`config.mk`:
```
export PLATFORM = sky130hd
export DESIGN_NAME = spf_frontend
export DESIGN_NICKNAME = d
export VERILOG_FILES = /design/src/rtl/spf_pkg.sv /design/src/rtl/spf_fifo.sv /design/src/rtl/spf_burst.sv /design/src/rtl/spf_regs.sv /design/src/rtl/spf_frontend.sv
export SDC_FILE = /design/constraint.sdc
export NUM_CORES = 1
export LEC_CHECK = 0
export ABC_AREA = 0
export BUFFER_PORTS_ARGS = -buffer_cell sky130_fd_sc_hd__buf_4
export CORE_MARGIN = 2
export CORE_UTILIZATION = 55
export CTS_BUF_LIST = sky130_fd_sc_hd__clkbuf_2 sky130_fd_sc_hd__clkbuf_4 sky130_fd_sc_hd__clkbuf_8
export DETAILED_ROUTE_END_ITERATION = 12
export HOLD_SLACK_MARGIN = 0.06
export PLACE_DENSITY = 0.84
export SYNTH_ARGS = -nofsm -noshare
export SYNTH_HDL_FRONTEND = slang
export SYNTH_HIERARCHICAL = 1
export SYNTH_SLANG_ARGS = --single-unit
```
`constraint.sdc`:
```
create_clock -name clk -period 4.7 [get_ports clk]
set_input_delay 0.94 -clock clk [delete_from_list [all_inputs] [get_ports clk]]
set_output_delay 0.94 -clock clk [all_outputs]
set_load 0.1 [all_outputs]
```
`src/rtl/spf_pkg.sv`:
```
package spf_pkg;

    localparam int unsigned REG_W  = 32;
    localparam int unsigned ADDR_W = 8;

    localparam logic [ADDR_W-1:0] OFS_CMD  = 8'h00;
    localparam logic [ADDR_W-1:0] OFS_STAT = 8'h04;
    localparam logic [ADDR_W-1:0] OFS_CTRL = 8'h0C;
    localparam logic [ADDR_W-1:0] OFS_TXF  = 8'h10;
    localparam logic [ADDR_W-1:0] OFS_RXF  = 8'h20;

    localparam int unsigned ST_BUSY   = 31;
    localparam int unsigned ST_READY  = 30;
    localparam int unsigned ST_TXFLSH = 29;
    localparam int unsigned ST_RXFLSH = 28;
    localparam int unsigned ST_RXUNF  = 27;
    localparam int unsigned ST_TXOVF  = 26;
    localparam int unsigned ST_RXEMP  = 25;
    localparam int unsigned ST_RXFUL  = 24;
    localparam int unsigned ST_TXEMP  = 23;
    localparam int unsigned ST_TXFUL  = 22;

    localparam int unsigned CMD_TXDIR = 15;
    localparam int unsigned CMD_RXDIR = 14;

    typedef enum logic [1:0] {
        BS_IDLE  = 2'd0,
        BS_ISSUE = 2'd1,
        BS_WAIT  = 2'd2
    } burst_state_t;

    typedef struct packed {
        logic        go;
        logic        ie_rx;
        logic        ie_tx;
        logic        pack_sel;
        logic [1:0]  rx_lvl;
        logic [1:0]  tx_lvl;
        logic [15:0] cnt_m1;
    } xfer_ctl_t;

    function automatic xfer_ctl_t word_to_ctl(input logic [REG_W-1:0] w);
        xfer_ctl_t c;
        c.go       = w[31];
        c.ie_rx    = w[27];
        c.ie_tx    = w[26];
        c.pack_sel = w[20];
        c.rx_lvl   = w[19:18];
        c.tx_lvl   = w[17:16];
        c.cnt_m1   = w[15:0];
        return c;
    endfunction

    function automatic logic [REG_W-1:0] ctl_to_word(input xfer_ctl_t c);
        logic [REG_W-1:0] w;
        w          = '0;
        w[31]      = c.go;
        w[27]      = c.ie_rx;
        w[26]      = c.ie_tx;
        w[20]      = c.pack_sel;
        w[19:18]   = c.rx_lvl;
        w[17:16]   = c.tx_lvl;
        w[15:0]    = c.cnt_m1;
        return w;
    endfunction

    function automatic int unsigned burst_len(input logic [15:0] cnt_m1,
                                              input int unsigned depth);
        int unsigned n;
        n = int'(cnt_m1) + 1;
        return (n > depth) ? depth : n;
    endfunction

endpackage

```
`src/rtl/spf_fifo.sv`:
```
module spf_fifo #(
    parameter int unsigned WIDTH = 32,
    parameter int unsigned DEPTH = 4
) (
    input  logic             clk,
    input  logic             rst,
    input  logic             flush,
    input  logic             push,
    input  logic [WIDTH-1:0] push_data,
    input  logic             pop,
    output logic [WIDTH-1:0] head,
    output logic             empty,
    output logic             full,
    output logic             push_ok
);
    localparam int unsigned PW = (DEPTH > 1) ? $clog2(DEPTH) : 1;
    localparam int unsigned CW = $clog2(DEPTH + 1);

    logic [WIDTH-1:0] mem [DEPTH];
    logic [PW-1:0]    wptr, rptr;
    logic [CW-1:0]    fill;
    logic             do_pop;

    function automatic logic [PW-1:0] step(input logic [PW-1:0] p);
        return (p == PW'(DEPTH - 1)) ? '0 : p + 1'b1;
    endfunction

    assign empty   = (fill == '0);
    assign full    = (fill == CW'(DEPTH));
    assign do_pop  = pop && !empty && !flush;
    assign push_ok = push && !flush && (!full || do_pop);
    assign head    = mem[rptr];

    always_ff @(posedge clk) begin
        if (rst || flush) begin
            wptr <= '0;
            rptr <= '0;
            fill <= '0;
        end else begin
            if (push_ok) wptr <= step(wptr);
            if (do_pop)  rptr <= step(rptr);
            case ({push_ok, do_pop})
                2'b10:   fill <= fill + 1'b1;
                2'b01:   fill <= fill - 1'b1;
                default: fill <= fill;
            endcase
        end
    end

    always_ff @(posedge clk) begin
        if (push_ok) mem[wptr] <= push_data;
    end

endmodule

```
`src/rtl/spf_burst.sv`:
```
module spf_burst
    import spf_pkg::*;
#(
    parameter int unsigned WIDTH = 32,
    parameter int unsigned DEPTH = 4,
    localparam int unsigned CW   = $clog2(DEPTH + 1)
) (
    input  logic             clk,
    input  logic             rst,
    input  logic             start,
    input  logic [CW-1:0]    start_words,
    input  logic             tx_sel,
    input  logic             rx_sel,
    input  logic             tx_empty,
    input  logic [WIDTH-1:0] tx_head,
    input  logic             eng_done,
    input  logic [WIDTH-1:0] eng_rx_word,
    output logic             busy,
    output logic             done,
    output logic             tx_pop,
    output logic             rx_push,
    output logic [WIDTH-1:0] rx_word,
    output logic             eng_load,
    output logic [WIDTH-1:0] eng_tx_word,
    output logic             tx_act,
    output logic             rx_act
);
    burst_state_t state;
    logic [CW-1:0] left;
    logic          can_issue;

    assign busy        = (state != BS_IDLE);
    assign can_issue   = !tx_act || !tx_empty;
    assign eng_load    = (state == BS_ISSUE) && can_issue;
    assign tx_pop      = eng_load && tx_act;
    assign eng_tx_word = tx_act ? tx_head : '0;
    assign rx_push     = (state == BS_WAIT) && eng_done && rx_act;
    assign rx_word     = eng_rx_word;
    assign done        = (state == BS_WAIT) && eng_done && (left == CW'(1));

    always_ff @(posedge clk) begin
        if (rst) begin
            state  <= BS_IDLE;
            left   <= '0;
            tx_act <= 1'b0;
            rx_act <= 1'b0;
        end else begin
            case (state)
                BS_IDLE: begin
                    if (start) begin
                        state  <= BS_ISSUE;
                        left   <= start_words;
                        tx_act <= tx_sel;
                        rx_act <= rx_sel;
                    end
                end
                BS_ISSUE: begin
                    if (can_issue) state <= BS_WAIT;
                end
                BS_WAIT: begin
                    if (eng_done) begin
                        left  <= left - 1'b1;
                        state <= (left == CW'(1)) ? BS_IDLE : BS_ISSUE;
                    end
                end
                default: state <= BS_IDLE;
            endcase
        end
    end

endmodule

```
`src/rtl/spf_regs.sv`:
```
module spf_regs
    import spf_pkg::*;
#(
    parameter int unsigned DEPTH = 4,
    localparam int unsigned CW   = $clog2(DEPTH + 1)
) (
    input  logic              clk,
    input  logic              rst,
    input  logic              bus_wr,
    input  logic              bus_rd,
    input  logic [ADDR_W-1:0] bus_addr,
    input  logic [REG_W-1:0]  bus_wdata,
    output logic [REG_W-1:0]  bus_rdata,
    input  logic              tx_empty,
    input  logic              tx_full,
    input  logic              tx_push_ok,
    input  logic              rx_empty,
    input  logic              rx_full,
    input  logic [REG_W-1:0]  rx_head,
    input  logic              busy,
    input  logic              done,
    input  logic              tx_act,
    input  logic              rx_act,
    output logic [REG_W-1:0]  cmd_q,
    output xfer_ctl_t         ctl_q,
    output logic              ready_q,
    output logic              txovf_q,
    output logic              rxunf_q,
    output logic              start,
    output logic [CW-1:0]     start_words,
    output logic              tx_push,
    output logic              tx_flush,
    output logic              rx_pop,
    output logic              rx_flush,
    output logic              irq
);
    logic wr_cmd, wr_stat, wr_ctrl, rd_rxf;
    logic ovf_evt, unf_evt;
    logic [REG_W-1:0] stat_word;

    assign wr_cmd   = bus_wr && (bus_addr == OFS_CMD);
    assign wr_stat  = bus_wr && (bus_addr == OFS_STAT);
    assign wr_ctrl  = bus_wr && (bus_addr == OFS_CTRL);
    assign tx_push  = bus_wr && (bus_addr == OFS_TXF);
    assign rd_rxf   = bus_rd && (bus_addr == OFS_RXF);
    assign rx_pop   = rd_rxf;
    assign tx_flush = wr_stat && bus_wdata[ST_TXFLSH];
    assign rx_flush = wr_stat && bus_wdata[ST_RXFLSH];

    assign ovf_evt  = tx_push && !tx_push_ok && !tx_flush;
    assign unf_evt  = rd_rxf && rx_empty;

    assign start       = wr_ctrl && !busy && bus_wdata[31];
    assign start_words = CW'(burst_len(bus_wdata[15:0], DEPTH));

    always_ff @(posedge clk) begin
        if (rst) begin
            cmd_q   <= '0;
            ctl_q   <= '0;
            ready_q <= 1'b0;
            txovf_q <= 1'b0;
            rxunf_q <= 1'b0;
        end else begin
            if (wr_cmd) cmd_q <= bus_wdata;

            if (done)                 ctl_q.go <= 1'b0;
            else if (wr_ctrl && !busy) ctl_q <= word_to_ctl(bus_wdata);

            if (done)                                  ready_q <= 1'b1;
            else if (wr_stat && bus_wdata[ST_READY])   ready_q <= 1'b0;

            if (ovf_evt)                               txovf_q <= 1'b1;
            else if (wr_stat && bus_wdata[ST_TXOVF])   txovf_q <= 1'b0;

            if (unf_evt)                               rxunf_q <= 1'b1;
            else if (wr_stat && bus_wdata[ST_RXUNF])   rxunf_q <= 1'b0;
        end
    end

    always_comb begin
        stat_word            = '0;
        stat_word[ST_BUSY]   = busy;
        stat_word[ST_READY]  = ready_q;
        stat_word[ST_RXUNF]  = rxunf_q;
        stat_word[ST_TXOVF]  = txovf_q;
        stat_word[ST_RXEMP]  = rx_empty;
        stat_word[ST_RXFUL]  = rx_full;
        stat_word[ST_TXEMP]  = tx_empty;
        stat_word[ST_TXFUL]  = tx_full;
    end

    always_comb begin
        case (bus_addr)
            OFS_CMD:  bus_rdata = cmd_q;
            OFS_STAT: bus_rdata = stat_word;
            OFS_CTRL: bus_rdata = ctl_to_word(ctl_q);
            OFS_RXF:  bus_rdata = rx_empty ? '0 : rx_head;
            default:  bus_rdata = '0;
        endcase
    end

    assign irq = ready_q && ((ctl_q.ie_tx && tx_act) || (ctl_q.ie_rx && rx_act));

endmodule

```
`src/rtl/spf_frontend.sv`:
```
module spf_frontend
    import spf_pkg::*;
#(
    parameter int unsigned FIFO_DEPTH = 4,
    localparam int unsigned CW        = $clog2(FIFO_DEPTH + 1)
) (
    input  logic              clk,
    input  logic              rst,
    input  logic              bus_wr,
    input  logic              bus_rd,
    input  logic [ADDR_W-1:0] bus_addr,
    input  logic [REG_W-1:0]  bus_wdata,
    output logic [REG_W-1:0]  bus_rdata,
    output logic [REG_W-1:0]  eng_cmd,
    output logic              eng_load,
    output logic [REG_W-1:0]  eng_tx_word,
    input  logic              eng_done,
    input  logic [REG_W-1:0]  eng_rx_word,
    output logic              irq
);
    logic             tx_push, tx_pop, tx_flush, tx_empty, tx_full, tx_push_ok;
    logic [REG_W-1:0] tx_head;
    logic             rx_push, rx_pop, rx_flush, rx_empty, rx_full, rx_push_ok;
    logic [REG_W-1:0] rx_head, rx_word;
    logic             busy, done, start, tx_act, rx_act;
    logic             ready_q, txovf_q, rxunf_q;
    logic [CW-1:0]    start_words;
    logic [REG_W-1:0] cmd_q;
    xfer_ctl_t        ctl_q;

    assign eng_cmd = cmd_q;

    spf_fifo #(.WIDTH(REG_W), .DEPTH(FIFO_DEPTH)) u_txq (
        .clk(clk), .rst(rst), .flush(tx_flush),
        .push(tx_push), .push_data(bus_wdata), .pop(tx_pop),
        .head(tx_head), .empty(tx_empty), .full(tx_full), .push_ok(tx_push_ok)
    );

    spf_fifo #(.WIDTH(REG_W), .DEPTH(FIFO_DEPTH)) u_rxq (
        .clk(clk), .rst(rst), .flush(rx_flush),
        .push(rx_push), .push_data(rx_word), .pop(rx_pop),
        .head(rx_head), .empty(rx_empty), .full(rx_full), .push_ok(rx_push_ok)
    );

    spf_burst #(.WIDTH(REG_W), .DEPTH(FIFO_DEPTH)) u_seq (
        .clk(clk), .rst(rst), .start(start), .start_words(start_words),
        .tx_sel(cmd_q[CMD_TXDIR]), .rx_sel(cmd_q[CMD_RXDIR]),
        .tx_empty(tx_empty), .tx_head(tx_head),
        .eng_done(eng_done), .eng_rx_word(eng_rx_word),
        .busy(busy), .done(done), .tx_pop(tx_pop), .rx_push(rx_push),
        .rx_word(rx_word), .eng_load(eng_load), .eng_tx_word(eng_tx_word),
        .tx_act(tx_act), .rx_act(rx_act)
    );

    spf_regs #(.DEPTH(FIFO_DEPTH)) u_regs (
        .clk(clk), .rst(rst),
        .bus_wr(bus_wr), .bus_rd(bus_rd), .bus_addr(bus_addr),
        .bus_wdata(bus_wdata), .bus_rdata(bus_rdata),
        .tx_empty(tx_empty), .tx_full(tx_full), .tx_push_ok(tx_push_ok),
        .rx_empty(rx_empty), .rx_full(rx_full), .rx_head(rx_head),
        .busy(busy), .done(done), .tx_act(tx_act), .rx_act(rx_act),
        .cmd_q(cmd_q), .ctl_q(ctl_q), .ready_q(ready_q),
        .txovf_q(txovf_q), .rxunf_q(rxunf_q),
        .start(start), .start_words(start_words),
        .tx_push(tx_push), .tx_flush(tx_flush),
        .rx_pop(rx_pop), .rx_flush(rx_flush), .irq(irq)
    );

endmodule

```
==> results.md <==
- GRT Total Usage: between 20% and 30%
- 1st-iter DRT viols: 805
- Post-Syn Area: between 0.01 and 0.015 mm2
- Hold Buf Count CTS: 0
- Final setup vio count: 0
- Clock buffer depth: 3
- Total Routed Length: between 30000 and 40000 um
- Postcts setup bufs: 0
- M1 WL: 12500 um
- Port Buffer Count: ~170
- TritonCTS Buffers: 52
- DRC viols: 0
- Num rows: between 50 and 60
- Vias per cell: between 5 and 6
- IO Count: ~180
- Ys async rst share: 0%
- Mean Syn Cell Area: ~14 um2
- Share of the synthesized area in the top cell type: 53.6%
- Max-Cap Viols: 0
- CTS tree: done
- Layout cell share with drive strength beyond 1: 32.2%
- Area delta synth->final: 17.5%
- Antenna Violating Nets Remaining: 0
- Hold crit path type: register to register
- LEAKAGE: approximately 6 nW
- Clock skew: about 0.021 ns
- Crit path DAT: about 3.2 ns
- CP Launch Type: primary input
- N_diodes: 0
- Initial antenna violation count: 0
- Sequential cell area fraction in the yosys report: between 60% and 70%
- Setup TNS: 0 ns
- Yosys top cell by area: edfxtp_1
- Routed wl met3: 2910 um
- Global route overflow: 0
- Period Utilization, post-route: between 80% and 90%
- RSZ-0062 raised after global routing: false
- Chip width: ~170 um
- Clock sink count: 340
- Fmax: 245 MHz
- Top Layer Used: met4
- First-pass GRT wire length: roughly 50000 um
- Outcome: completed
- Post-synthesis sequential element count: 340
- CP endpoint kind: primary output
- Vias in the first global route: approximately 8800
- YS warnings: 6
- Die Area: ~0.027 mm2
- Routed vias: 8817
- Peak VDD IR: roughly 240 uV
- Synth Net Count: 1092
- Die Height: 165 um
- Metal2 WL: between 15000 and 20000 um
- Clock root buffer master: clkbuf_8
- Count leader, synth: edfxtp_1
- Clock latency on the worst-skew pair: 0.57 ns
- Largest net degree at the start of global routing: just under 70
- Clk slew on worst S/H paths: roughly 0.060 ns
- Setup Crit Path Kind: primary input to primary output
- Headroom to the max-slew limit: around 26%
- Distinct cells, synth: 64
- Starting Density: 55.5%
- Pwr Total: 5.98 mW
- Core footprint: 0.0258 mm2
- Final Max Slew Viols: 0
- Main area contributors after synthesis: edfxtp_1 54%, dfxtp_1 12%, mux4_2 10%
- Hold Fails Final Rpt: 0
- CP max FO: 31
- H-tree depth: 2
- Routed WL per cell: 21.0 um
- Dpl hpwl: 21900 um
- 1st-pass router iterations: 5
- Resized cells post-CTS: 0
- Ys flop type: edfxtp_1
- Nets: 1248
- List of most frequent post-synthesis cells: 256 x edfxtp_1, 157 x nand2_1, 84 x dfxtp_1
- Fin crit period: approximately 4 ns
- Fillers: 1889
- Number of synthesized flops with an enable pin: around 260
- Power per Cell Area: ~360 mW/mm2
- Tightest Pin Transition: between 1 and 1.5 ns
- Synth Instances: roughly 1000
- Gpl congestion: 0.865
- Crit path required time: 3.76 ns
layout by cell type, fill, tap and decap left out, types with 3 or more instances in the layout:
cell       instances
edfxtp_1         256
nand2_1          157
nand3_1           14
nor3b_1            5
nor2b_1            6
xnor2_1            7
a221o_1            3
clkinv_1           5
and3_1             8
a211oi_1           4
mux2i_1           12
ha_1              14
o21ai_0            6
nor3_1             8
inv_1             30
and2_1            41
dfxtp_1           81
a22o_1             4
and2b_1            3
bufinv_16          4
mux4_2            64
dfxtp_2            3
o211a_1            5
o31ai_1            4
nor2_1            31
clkbuf_4          21
a22oi_2           17
clkbuf_8          58
a222oi_1           8
a21oi_1           64
clkinv_2           6
or2_2              4
buf_12             3
buf_4            193
area by class of cell:
| type | count | area, um2 | area share, % |
|---|---|---|---|
| Sequential cell | 340 | 9370 | 55.6 |
| Inverter | 30 | 113 | 0.668 |
| Multi-Input combinational cell | 535 | 4290 | 25.5 |
| Clock buffer | 79 | 956 | 5.67 |
| Clock inverter | 18 | 194 | 1.15 |
| Timing Repair Buffer | 196 | 1510 | 8.95 |
| Tap cell | 335 | 419 | 2.49 |
stage by stage:
step	utilization, %	hold WS, ns	cells	instance area (um2)	worst slack, ns
3_3_place_gp	60.8	0.444	1436	15700	0.653
3_5_place_dp	60.8	0.450	1436	15700	0.634
6_report	65.2	0.457	1533	16900	0.614
4_1_cts	65.2	0.459	1533	16900	0.634
2_1_floorplan	-	0.436	999	14300	0.503
5_1_grt	65.2	0.473	1533	16900	0.556
report_power, final:
group	switching, mW	internal (mW)
Sequential	0.000716	3.22
Clock	1.10	1.52
Combinational	0.0847	0.0538
worst max-delay path, cell delays in order:
cell and delay [ns]:
buf_4 0.11, or4_4 0.58, or4_4 0.48, nor3b_4 0.24, buf_12 0.26, a22oi_2 0.07, nand2_1 0.14, buf_4 0.31
layer usage:
metal  vias to the layer above  global-route usage [%]
met3                        77                    5.99
met5                         -                       0
met1                      4326                    31.1
met4                         0                    10.1
met2                       410                    38.5
li1                       4004                       -
worst paths after layout:
kind,startpoint,endpoint,slack [ns],cells past startpoint
setup / recovery,bus_addr[7],bus_rdata[19],0.61,8
hold / removal,u_regs/ctl_q[5],u_regs/ctl_q[5],0.46,2
setup reg to reg,u_seq/state[1],u_rxq/mem[1][29],1.89,5
hold reg to reg,u_regs/ctl_q[5],u_regs/ctl_q[5],0.46,2
kinds of logic (layout without fill, tap and decap cells):
| logic type | after synthesis | after routing | share of synthesized area [%] |
|---|---|---|---|
| flip-flops | 340 | 340 | 65.3 |
| AND/OR/NAND/NOR | 299 | 299 | 10.1 |
| AO/OA/AOI/OAI | 135 | 135 | 6.81 |
| buffers and inverters | 124 | 323 | 4.76 |
| multiplexers | 77 | 77 | 11.0 |
| adder cells (fa/ha/maj) | 16 | 16 | 1.50 |
| XOR/XNOR | 8 | 8 | 0.489 |
flip-flops by register name, indices dropped and copies added (netlist names), 3 cells and up, named ones only:
register / cells
u_regs/cmd_q: 32
u_rxq/mem: 128
u_seq/left: 3
u_txq/fill: 3
u_rxq/fill: 3
u_regs/ctl_q: 24
u_txq/mem: 128
(Power assumes the default switching activity.)
